$ cat src/rtl/chop_phase_pkg.sv
package chop_phase_pkg;

  typedef enum logic {
    HALF_A = 1'b0,
    HALF_B = 1'b1
  } half_e;

  typedef struct packed {
    logic main;
    logic steer;
  } lane_t;

  // legal when both guard intervals fit inside one half with room to spare
  function automatic logic cfg_ok(input int unsigned half_len,
                                  input int unsigned gap,
                                  input int unsigned guard);
    return (gap >= 1) && (guard >= 1) && ((gap + 2 * guard) < half_len);
  endfunction

  // main phase window within its own half
  function automatic logic main_on(input int unsigned pos,
                                   input int unsigned gap,
                                   input int unsigned half_len);
    return (pos >= gap) && (pos < half_len);
  endfunction

  // steering window nested inside the main window
  function automatic logic steer_on(input int unsigned pos,
                                    input int unsigned gap,
                                    input int unsigned guard,
                                    input int unsigned half_len);
    return (pos >= gap + guard) && (pos + guard < half_len);
  endfunction

endpackage

$ cat src/rtl/chop_cfg_shadow.sv
module chop_cfg_shadow
  import chop_phase_pkg::*;
#(
  parameter int CW        = 16,
  parameter int DEF_HALF  = 1628,
  parameter int DEF_GAP   = 8,
  parameter int DEF_GUARD = 16
) (
  input  logic          clk,
  input  logic          rst_n,
  input  logic          load,
  input  logic [CW-1:0] req_half,
  input  logic [CW-1:0] req_gap,
  input  logic [CW-1:0] req_guard,
  output logic [CW-1:0] act_half,
  output logic [CW-1:0] act_gap,
  output logic [CW-1:0] act_guard,
  output logic          cand_ok
);

  assign cand_ok = cfg_ok(32'(req_half), 32'(req_gap), 32'(req_guard));

  always_ff @(posedge clk or negedge rst_n) begin
    if (!rst_n) begin
      act_half  <= CW'(DEF_HALF);
      act_gap   <= CW'(DEF_GAP);
      act_guard <= CW'(DEF_GUARD);
    end else if (load && cand_ok) begin
      act_half  <= req_half;
      act_gap   <= req_gap;
      act_guard <= req_guard;
    end
  end

endmodule

$ cat src/rtl/chop_timebase.sv
module chop_timebase
  import chop_phase_pkg::*;
#(
  parameter int CW = 16
) (
  input  logic          clk,
  input  logic          rst_n,
  input  logic          en,
  input  logic [CW-1:0] half_len,
  output logic [CW-1:0] cnt,
  output half_e         sel,
  output logic          run,
  output logic          half_end,
  output logic          load
);

  assign half_end = (cnt == half_len - CW'(1));
  assign load     = en && (!run || (sel == HALF_B && half_end));

  always_ff @(posedge clk or negedge rst_n) begin
    if (!rst_n) begin
      cnt <= '0;
      sel <= HALF_A;
      run <= 1'b0;
    end else if (!en) begin
      cnt <= '0;
      sel <= HALF_A;
      run <= 1'b0;
    end else if (load) begin
      cnt <= '0;
      sel <= HALF_A;
      run <= 1'b1;
    end else if (half_end) begin
      cnt <= '0;
      sel <= HALF_B;
    end else begin
      cnt <= cnt + CW'(1);
    end
  end

endmodule

$ cat src/rtl/chop_lane_decode.sv
module chop_lane_decode
  import chop_phase_pkg::*;
#(
  parameter int CW   = 16,
  parameter int LANE = 0
) (
  input  logic          run,
  input  half_e         sel,
  input  logic [CW-1:0] cnt,
  input  logic [CW-1:0] gap,
  input  logic [CW-1:0] guard,
  input  logic [CW-1:0] half_len,
  output lane_t         lane
);

  localparam half_e MY_SEL = (LANE == 0) ? HALF_A : HALF_B;

  logic mine;
  assign mine = run && (sel == MY_SEL);

  always_comb begin
    lane.main  = mine && main_on(32'(cnt), 32'(gap), 32'(half_len));
    lane.steer = mine && steer_on(32'(cnt), 32'(gap), 32'(guard), 32'(half_len));
  end

endmodule

$ cat src/rtl/chop_phase_gen.sv
module chop_phase_gen
  import chop_phase_pkg::*;
#(
  parameter int CW        = 16,
  parameter int DEF_HALF  = 1628,
  parameter int DEF_GAP   = 8,
  parameter int DEF_GUARD = 16
) (
  input  logic          clk,
  input  logic          rst_n,
  input  logic          en,
  input  logic [CW-1:0] cfg_half,
  input  logic [CW-1:0] cfg_gap,
  input  logic [CW-1:0] cfg_guard,
  output logic          phi1,
  output logic          phi2,
  output logic          n1,
  output logic          p1_n,
  output logic          n2,
  output logic          p2_n,
  output logic          nx,
  output logic          px_n
);

  localparam int NLANE = 2;

  logic [CW-1:0] act_half, act_gap, act_guard;
  logic [CW-1:0] cnt;
  half_e         sel;
  logic          run, half_end, load, cand_ok;
  lane_t         lane_nxt [NLANE];
  lane_t         lane_q   [NLANE];

  chop_timebase #(.CW(CW)) u_tb (
    .clk(clk), .rst_n(rst_n), .en(en), .half_len(act_half),
    .cnt(cnt), .sel(sel), .run(run), .half_end(half_end), .load(load)
  );

  chop_cfg_shadow #(
    .CW(CW), .DEF_HALF(DEF_HALF), .DEF_GAP(DEF_GAP), .DEF_GUARD(DEF_GUARD)
  ) u_cfg (
    .clk(clk), .rst_n(rst_n), .load(load),
    .req_half(cfg_half), .req_gap(cfg_gap), .req_guard(cfg_guard),
    .act_half(act_half), .act_gap(act_gap), .act_guard(act_guard),
    .cand_ok(cand_ok)
  );

  for (genvar g = 0; g < NLANE; g++) begin : g_lane
    chop_lane_decode #(.CW(CW), .LANE(g)) u_dec (
      .run(run), .sel(sel), .cnt(cnt), .gap(act_gap), .guard(act_guard),
      .half_len(act_half), .lane(lane_nxt[g])
    );

    always_ff @(posedge clk or negedge rst_n) begin
      if (!rst_n)   lane_q[g] <= '0;
      else if (!en) lane_q[g] <= '0;
      else          lane_q[g] <= lane_nxt[g];
    end
  end

  assign phi1 = lane_q[0].main;
  assign phi2 = lane_q[1].main;
  assign n1   = lane_q[0].steer;
  assign p1_n = ~lane_q[0].steer;
  assign n2   = lane_q[1].steer;
  assign p2_n = ~lane_q[1].steer;
  assign nx   = ~(lane_q[0].steer | lane_q[1].steer);
  assign px_n = ~nx;

endmodule

$ cat config.mk
export PLATFORM = sky130hd
export DESIGN_NAME = chop_phase_gen
export DESIGN_NICKNAME = d
export VERILOG_FILES = /design/src/rtl/chop_phase_pkg.sv /design/src/rtl/chop_cfg_shadow.sv /design/src/rtl/chop_timebase.sv /design/src/rtl/chop_lane_decode.sv /design/src/rtl/chop_phase_gen.sv
export SDC_FILE = /design/constraint.sdc
export NUM_CORES = 1
export LEC_CHECK = 0
export BUFFER_PORTS_ARGS = -buffer_cell sky130_fd_sc_hd__clkbuf_2
export CELL_PAD_IN_SITES_DETAIL_PLACEMENT = 1
export CELL_PAD_IN_SITES_GLOBAL_PLACEMENT = 2
export CORE_MARGIN = 8
export CORE_UTILIZATION = 35
export DETAILED_ROUTE_END_ITERATION = 10
export GPL_TIMING_DRIVEN = 0
export PLACE_DENSITY = 0.8
export SLEW_MARGIN = 20
export SYNTH_ARGS = -nofsm -noshare
export SYNTH_HDL_FRONTEND = slang
export SYNTH_SLANG_ARGS = --single-unit
$ cat constraint.sdc
create_clock -name clk -period 6.5 [get_ports clk]
set_input_delay 0.65 -clock clk [delete_from_list [all_inputs] [get_ports clk]]
set_output_delay 0.65 -clock clk [all_outputs]
set_load 0.005 [all_outputs]
Word-level counts from Yosys, hierarchy flattened
Index checks and enable logic that the tools add are counted.
{"block": "word_totals", "word_cells": 55, "ff_bits": 70, "output_inout_bits": 8}
{"block": "op_classes", "mux": 10, "reduce_logical": 15, "add_sub_neg": 5, "eq_ne": 3, "bitwise": 5, "magnitude_cmp": 7}
{"op": "$lt 32x16->1", "count": 2}
{"op": "$mux 16", "count": 3}
{"op": "$add 16x16->17", "count": 2}
{"op": "$ge 16x1->1 const B", "count": 2}
{"op": "$ge 16x32->1", "count": 1}
{"op": "$add 16x17->18", "count": 1}
{"op": "$add 16x1->16 const B", "count": 1}
{"op": "$eq 16x16->1", "count": 1}
{"op": "$ge 16x16->1", "count": 1}
{"op": "$lt 16x16->1", "count": 1}
{"op": "$sub 16x1->16 const B", "count": 1}
{"op": "$logic_and 1x1->1", "count": 13}
{"op": "$mux 1", "count": 5}
{"op": "$mux 2", "count": 2}
{"op": "$not 1->1", "count": 4}
{"op": "$ne 3x1->1 const B", "count": 1}
{"op": "$ne 2x1->1 const B", "count": 1}
{"op": "$logic_not 1->1", "count": 1}
{"op": "$logic_or 1x1->1", "count": 1}
{"op": "$or 1x1->1", "count": 1}

Logic depth before layout (Yosys ltp)
{"block": "logic_depth", "word_depth": 7, "mapped_depth": 21, "depth_no_buf": 20}

Modules after synthesis
From an unflattened synthesis, not the netlist that was laid out.
{"block": "hier_totals", "hier_cells": 1211, "area_unflattened_um2": 10528.8}
{"module": "chop_cfg_shadow", "n_inst": 1, "area_per_inst_um2": 3119.2, "cells_each": 269, "seq_area_each_um2": 1211.2}
{"module": "chop_lane_decode (g_lane[1].u_dec)", "n_inst": 1, "area_per_inst_um2": 2919.0, "cells_each": 388, "seq_area_each_um2": 0.0}
{"module": "chop_lane_decode (g_lane[0].u_dec)", "n_inst": 1, "area_per_inst_um2": 2815.2, "cells_each": 364, "seq_area_each_um2": 0.0}
{"module": "chop_timebase", "n_inst": 1, "area_per_inst_um2": 1532.7, "cells_each": 178, "seq_area_each_um2": 450.4}
{"module": "chop_phase_gen", "n_inst": 1, "area_per_inst_um2": 142.6, "cells_each": 12, "seq_area_each_um2": 100.1}

Worst setup path after synthesis
Ideal clock, no wire load.
{"block": "synth_path", "kind": "register to register", "startpoint": "register u_tb.cnt[1]", "endpoint": "register lane_q, in the netlist n1", "path_stages_with_launch": 19, "t_arrival_ps": 3899, "n_path_buf": 0, "required_ps": 6399, "period_less_slack_ps": 4000, "slack_ps": 2500, "cell_sequence": "dfrtp_1 > ha_1 > a21o_1 > a21oi_1 > nor2b_1 > or4_1 > a41o_1 > o211ai_1 > o2111ai_1 > a21oi_1 > xnor2_1 > ha_1 > a22oi_1 > o211ai_1 > nor4_1 > o221ai_1 > a2111oi_0 > nand4_1 > nor4_1"}
{"block": "synth_via", "elab_chain_cells": 5}
{"item": "start: declaration", "line": "chop_timebase.sv:10", "text": "output logic [CW-1:0] cnt,"}
{"item": "start signal: assignment", "line": "chop_timebase.sv:37", "text": "cnt <= cnt + CW'(1);"}
{"item": "$add 16x16->17", "line": "chop_phase_pkg.sv:32", "text": "return (pos >= gap + guard) && (pos + guard < half_len);"}
{"item": "$lt 32x16->1", "line": "chop_phase_pkg.sv:32"}
{"item": "$logic_and 1x1->1 (*)", "line": "chop_phase_pkg.sv:32"}
{"item": "$logic_and 1x1->1 (*)", "line": "chop_lane_decode.sv:23", "text": "lane.steer = mine && steer_on(32'(cnt), 32'(gap), 32'(guard), 32'(half_len));"}
{"item": "$mux 2 (*)", "line": "chop_phase_gen.sv:56", "text": "else if (!en) lane_q[g] <= '0;"}
{"item": "end signal: indexed assignment", "line": "chop_phase_gen.sv:57", "text": "else lane_q[g] <= lane_nxt[g];"}
{"item": "end: declaration", "line": "chop_phase_gen.sv:32", "text": "lane_t lane_q [NLANE];"}
Mark *: on every way between the ends. The rest lies on a longest branch, timed or not.
A chain may end at the register's enable or synchronous reset.

Final worst setup path
Same ends and word-level chain as after synthesis.

==> metrics.md <==
| Metric | Value |
|---|---|
| # Post-CTS Setup Buffers | 0 |
| # resized after CTS | 0 |
| Crit Path Max Fanout | 8 |
| EDFF count, synth | 0 |
| DRT Pass-1 Iters | 4 |
| Row cnt | 53 |
| Total GRT Usage | 0.179 |
| Max transition margin | 0.370 |
| Die Area | 0.0260 mm^2 |
| Clock Latency Late Sink | 0.35 ns |
| DRC errors left | 0 |
| # IOs | 59 |
| Die H | 161 um |
| Layout cell share with drive strength beyond 1 | 0.115 |
| # clock sinks | 70 |
| Max-Cap Viols | 0 |
| Crit. End Element | flop |
| Arr. time, crit path | 4.97 ns |
| Met3 usage | 0.0221 |
| Most instantiated cells after synthesis | ha_1, inv_1, nand3_1 |
| Nets | 1,125 |
| Pins Over Slew Limit | 0 |
| Initial antenna violation count | 0 |
| Synth warn | 0 |
| Main area contributors after synthesis | ha_1, dfrtp_1, xnor2_1 |
| Setup TNS | 0 ns |
| Mapped cell area | 0.00739 mm^2 |
| Area grow syn2layout | 12.5% |
| Area taken by multi-input logic gates | 0.00514 mm^2 |
| Via Count | 6,559 |
| Antenna Cells | 0 |
| Clock root cell | clkbuf_16 |
| Synth top area share | 0.215 |
| Most Crowded Layer GR | met2 |
| Reg area | 0.00176 mm^2 |
| Crit path kind | reg2reg |
| RSZ-0062 raised after global routing | no |
| Post-synthesis cell count | 874 |
| DP HPWL | 19.4 mm |
| Setup Viol. Count Final | 0 |
| Core area | 0.0209 mm^2 |
| Final period util | 0.728 |
| GPL Wtd Cong | 0.829 |
| Top_reg_cell synth | dfrtp_1 |
| First-pass GRT wire length | 36.7 mm |
| Cts bufs inserted | 9 |
| Clock Path Buffers | 2 |
| Met2 usage | 0.306 |
| Mapped Nets | 1,055 |
| Max Clock Skew | 0.00676 ns |
| PortBufs | 58 |
| Routing usage on met1 | 0.231 |
| Chip width | 161 um |
| Minimum clock period | 4.73 ns |
| CP startpoint kind | flop |
| Area leader, netlist | ha_1 |
| Clock slew at reported path FFs | 0.06 ns |
| Filler cell count | 2,564 |
| Measured slew at the worst slew-check pin | 0.936 ns |
| Achievable clock frequency | 0.211 GHz |
| Starting Density | 0.354 |
| LEAKAGE | 4.02 nW |
| Number of vias per cell | 5.36 |
| Iter 0 DRT Violations | 184 |
| Worst vdd ir | 153 uV |
| Post-CTS Hold Fix Bufs | 0 |
| Final Cell Area | 0.00831 mm^2 |
| Status | finished clean |
| CTS tree | yes |
| Synth unique cells | 63 |
| Pwr/cell area | 378 mW/mm^2 |
| WL final | 22.5 mm |
| Routed WL per cell | 18.4 um |
| Total gr overflow | 0 |
| Antenna violation net count after detailed routing | 0 |
| Req. time, crit path | 6.74 ns |
| Sequential area share after synthesis | 0.238 |
| Count leader, synth | ha_1 |
| Pin count of the biggest net entering global routing | 38 |
| Final Hold Viols | 0 |
| Async set-reset flop share out of synthesis | 1.00 |
| H-tree depth | 3 |
| Placed Area | 0.00805 mm^2 |
| HP Class | in2async |
| Synthesis-stage register bit count | 70 |
| Vias in the first global route | 7,053 |
| Synthesized area per cell | 8.45 um^2 |
[power breakdown]
group          switching (mW)  leakage [nW]  internal (mW)  total, mW
clock network           0.186         0.131          0.268      0.454
logic                    1.05          3.01          0.851       1.90
registers               0.175         0.878          0.610      0.785
total                    1.41          4.02           1.73       3.14
[sequential cells by signal, indices dropped and copies added (netlist names)]
register and count:
n1 1, n2 1, phi1 1, phi2 1, u_cfg.act_gap 16, u_cfg.act_guard 16, u_cfg.act_half 16, u_tb.cnt 16
u_tb.run 1, u_tb.sel 1
[critical path: stages, from the launching register on]
cell	delay, ns
dfrtp_1	0.53
ha_1	0.30
a21o_1	0.18
a21oi_1	0.21
nor2b_1	0.09
or4_1	0.45
a41o_1	0.30
o211ai_1	0.37
o2111ai_1	0.19
a21oi_1	0.19
xnor2_1	0.14
ha_1	0.27
a22oi_1	0.16
o211ai_1	0.12
nor4_1	0.20
o221ai_1	0.17
a2111oi_0	0.30
nand4_1	0.23
nor4_1	0.23
[cells by family after synthesis]
group,count (synthesis),synth area share
AOI/OAI and AO/OA,211,0.192
xor gates and xnor gates,74,0.0877
adders and majority gates,130,0.223
buffers and inverters,117,0.0655
DFF,70,0.238
muxes,4,0.00559
and+or+nand+nor,268,0.188
[per-layer routing]
metal	wire length, um	part of all wire	vias up
met3	691	0.031	23
met2	10700	0.47	80
met5	0	0	-
li1	-	-	3290
met4	410	0.018	0
met1	10700	0.48	3166
[final cells by class]
type                            instances  area share
Buffer                                 22      0.0154
Clock buffer                           14      0.0306
Clock inverter                          2     0.00120
Inverter                               95      0.0429
Multi-Input combinational cell        687       0.619
Sequential cell                        70       0.212
Tap cell                              275      0.0414
Timing Repair Buffer                   59      0.0376
[stage by stage]
step	cells	hold slack (ns)	worst slack (ns)	power [mW]	utilization
2_1_floorplan	874	0.354	2.50	2.22	-
3_3_place_gp	1207	0.525	1.43	2.65	0.384
3_5_place_dp	1208	0.531	1.46	2.70	0.385
4_1_cts	1224	0.325	1.70	3.18	0.398
5_1_grt	1224	0.345	1.23	3.47	0.398
6_report	1224	0.309	1.77	3.14	0.398
[worst paths after layout]
kind                             startpoint                 end  slack [ns]  cells after the start
min in group clk           u_cfg.act_gap[3]    u_cfg.act_gap[3]        0.53                      2
max in group asynchronous             rst_n  u_cfg.act_guard[4]        5.54                      2
max reg2reg                     u_tb.cnt[1]                  n1        1.77                     18
min reg2reg                u_cfg.act_gap[3]    u_cfg.act_gap[3]        0.53                      2
max                             u_tb.cnt[1]                  n1        1.77                     18
min                                   rst_n         u_tb.cnt[4]        0.31                      1
[layout by cell type (no fill, tap or decap), types with 12 or more instances in the layout]
| cell type | n |
|---|---|
| a21oi_1 | 43 |
| nand2b_1 | 13 |
| a21o_1 | 20 |
| o21ai_0 | 43 |
| dfrtp_1 | 62 |
| nand4_1 | 13 |
| nand2_1 | 35 |
| o21ai_1 | 20 |
| xnor2_1 | 50 |
| xor2_1 | 24 |
| ha_1 | 127 |
| clkbuf_2 | 57 |
| clkbuf_1 | 15 |
| nor2_1 | 52 |
| o21a_1 | 12 |
| nor4_1 | 13 |
| nor2b_1 | 13 |
| inv_1 | 95 |
| nor3_1 | 19 |
| nand3_1 | 74 |
Power figures use the tool's default switching activity.
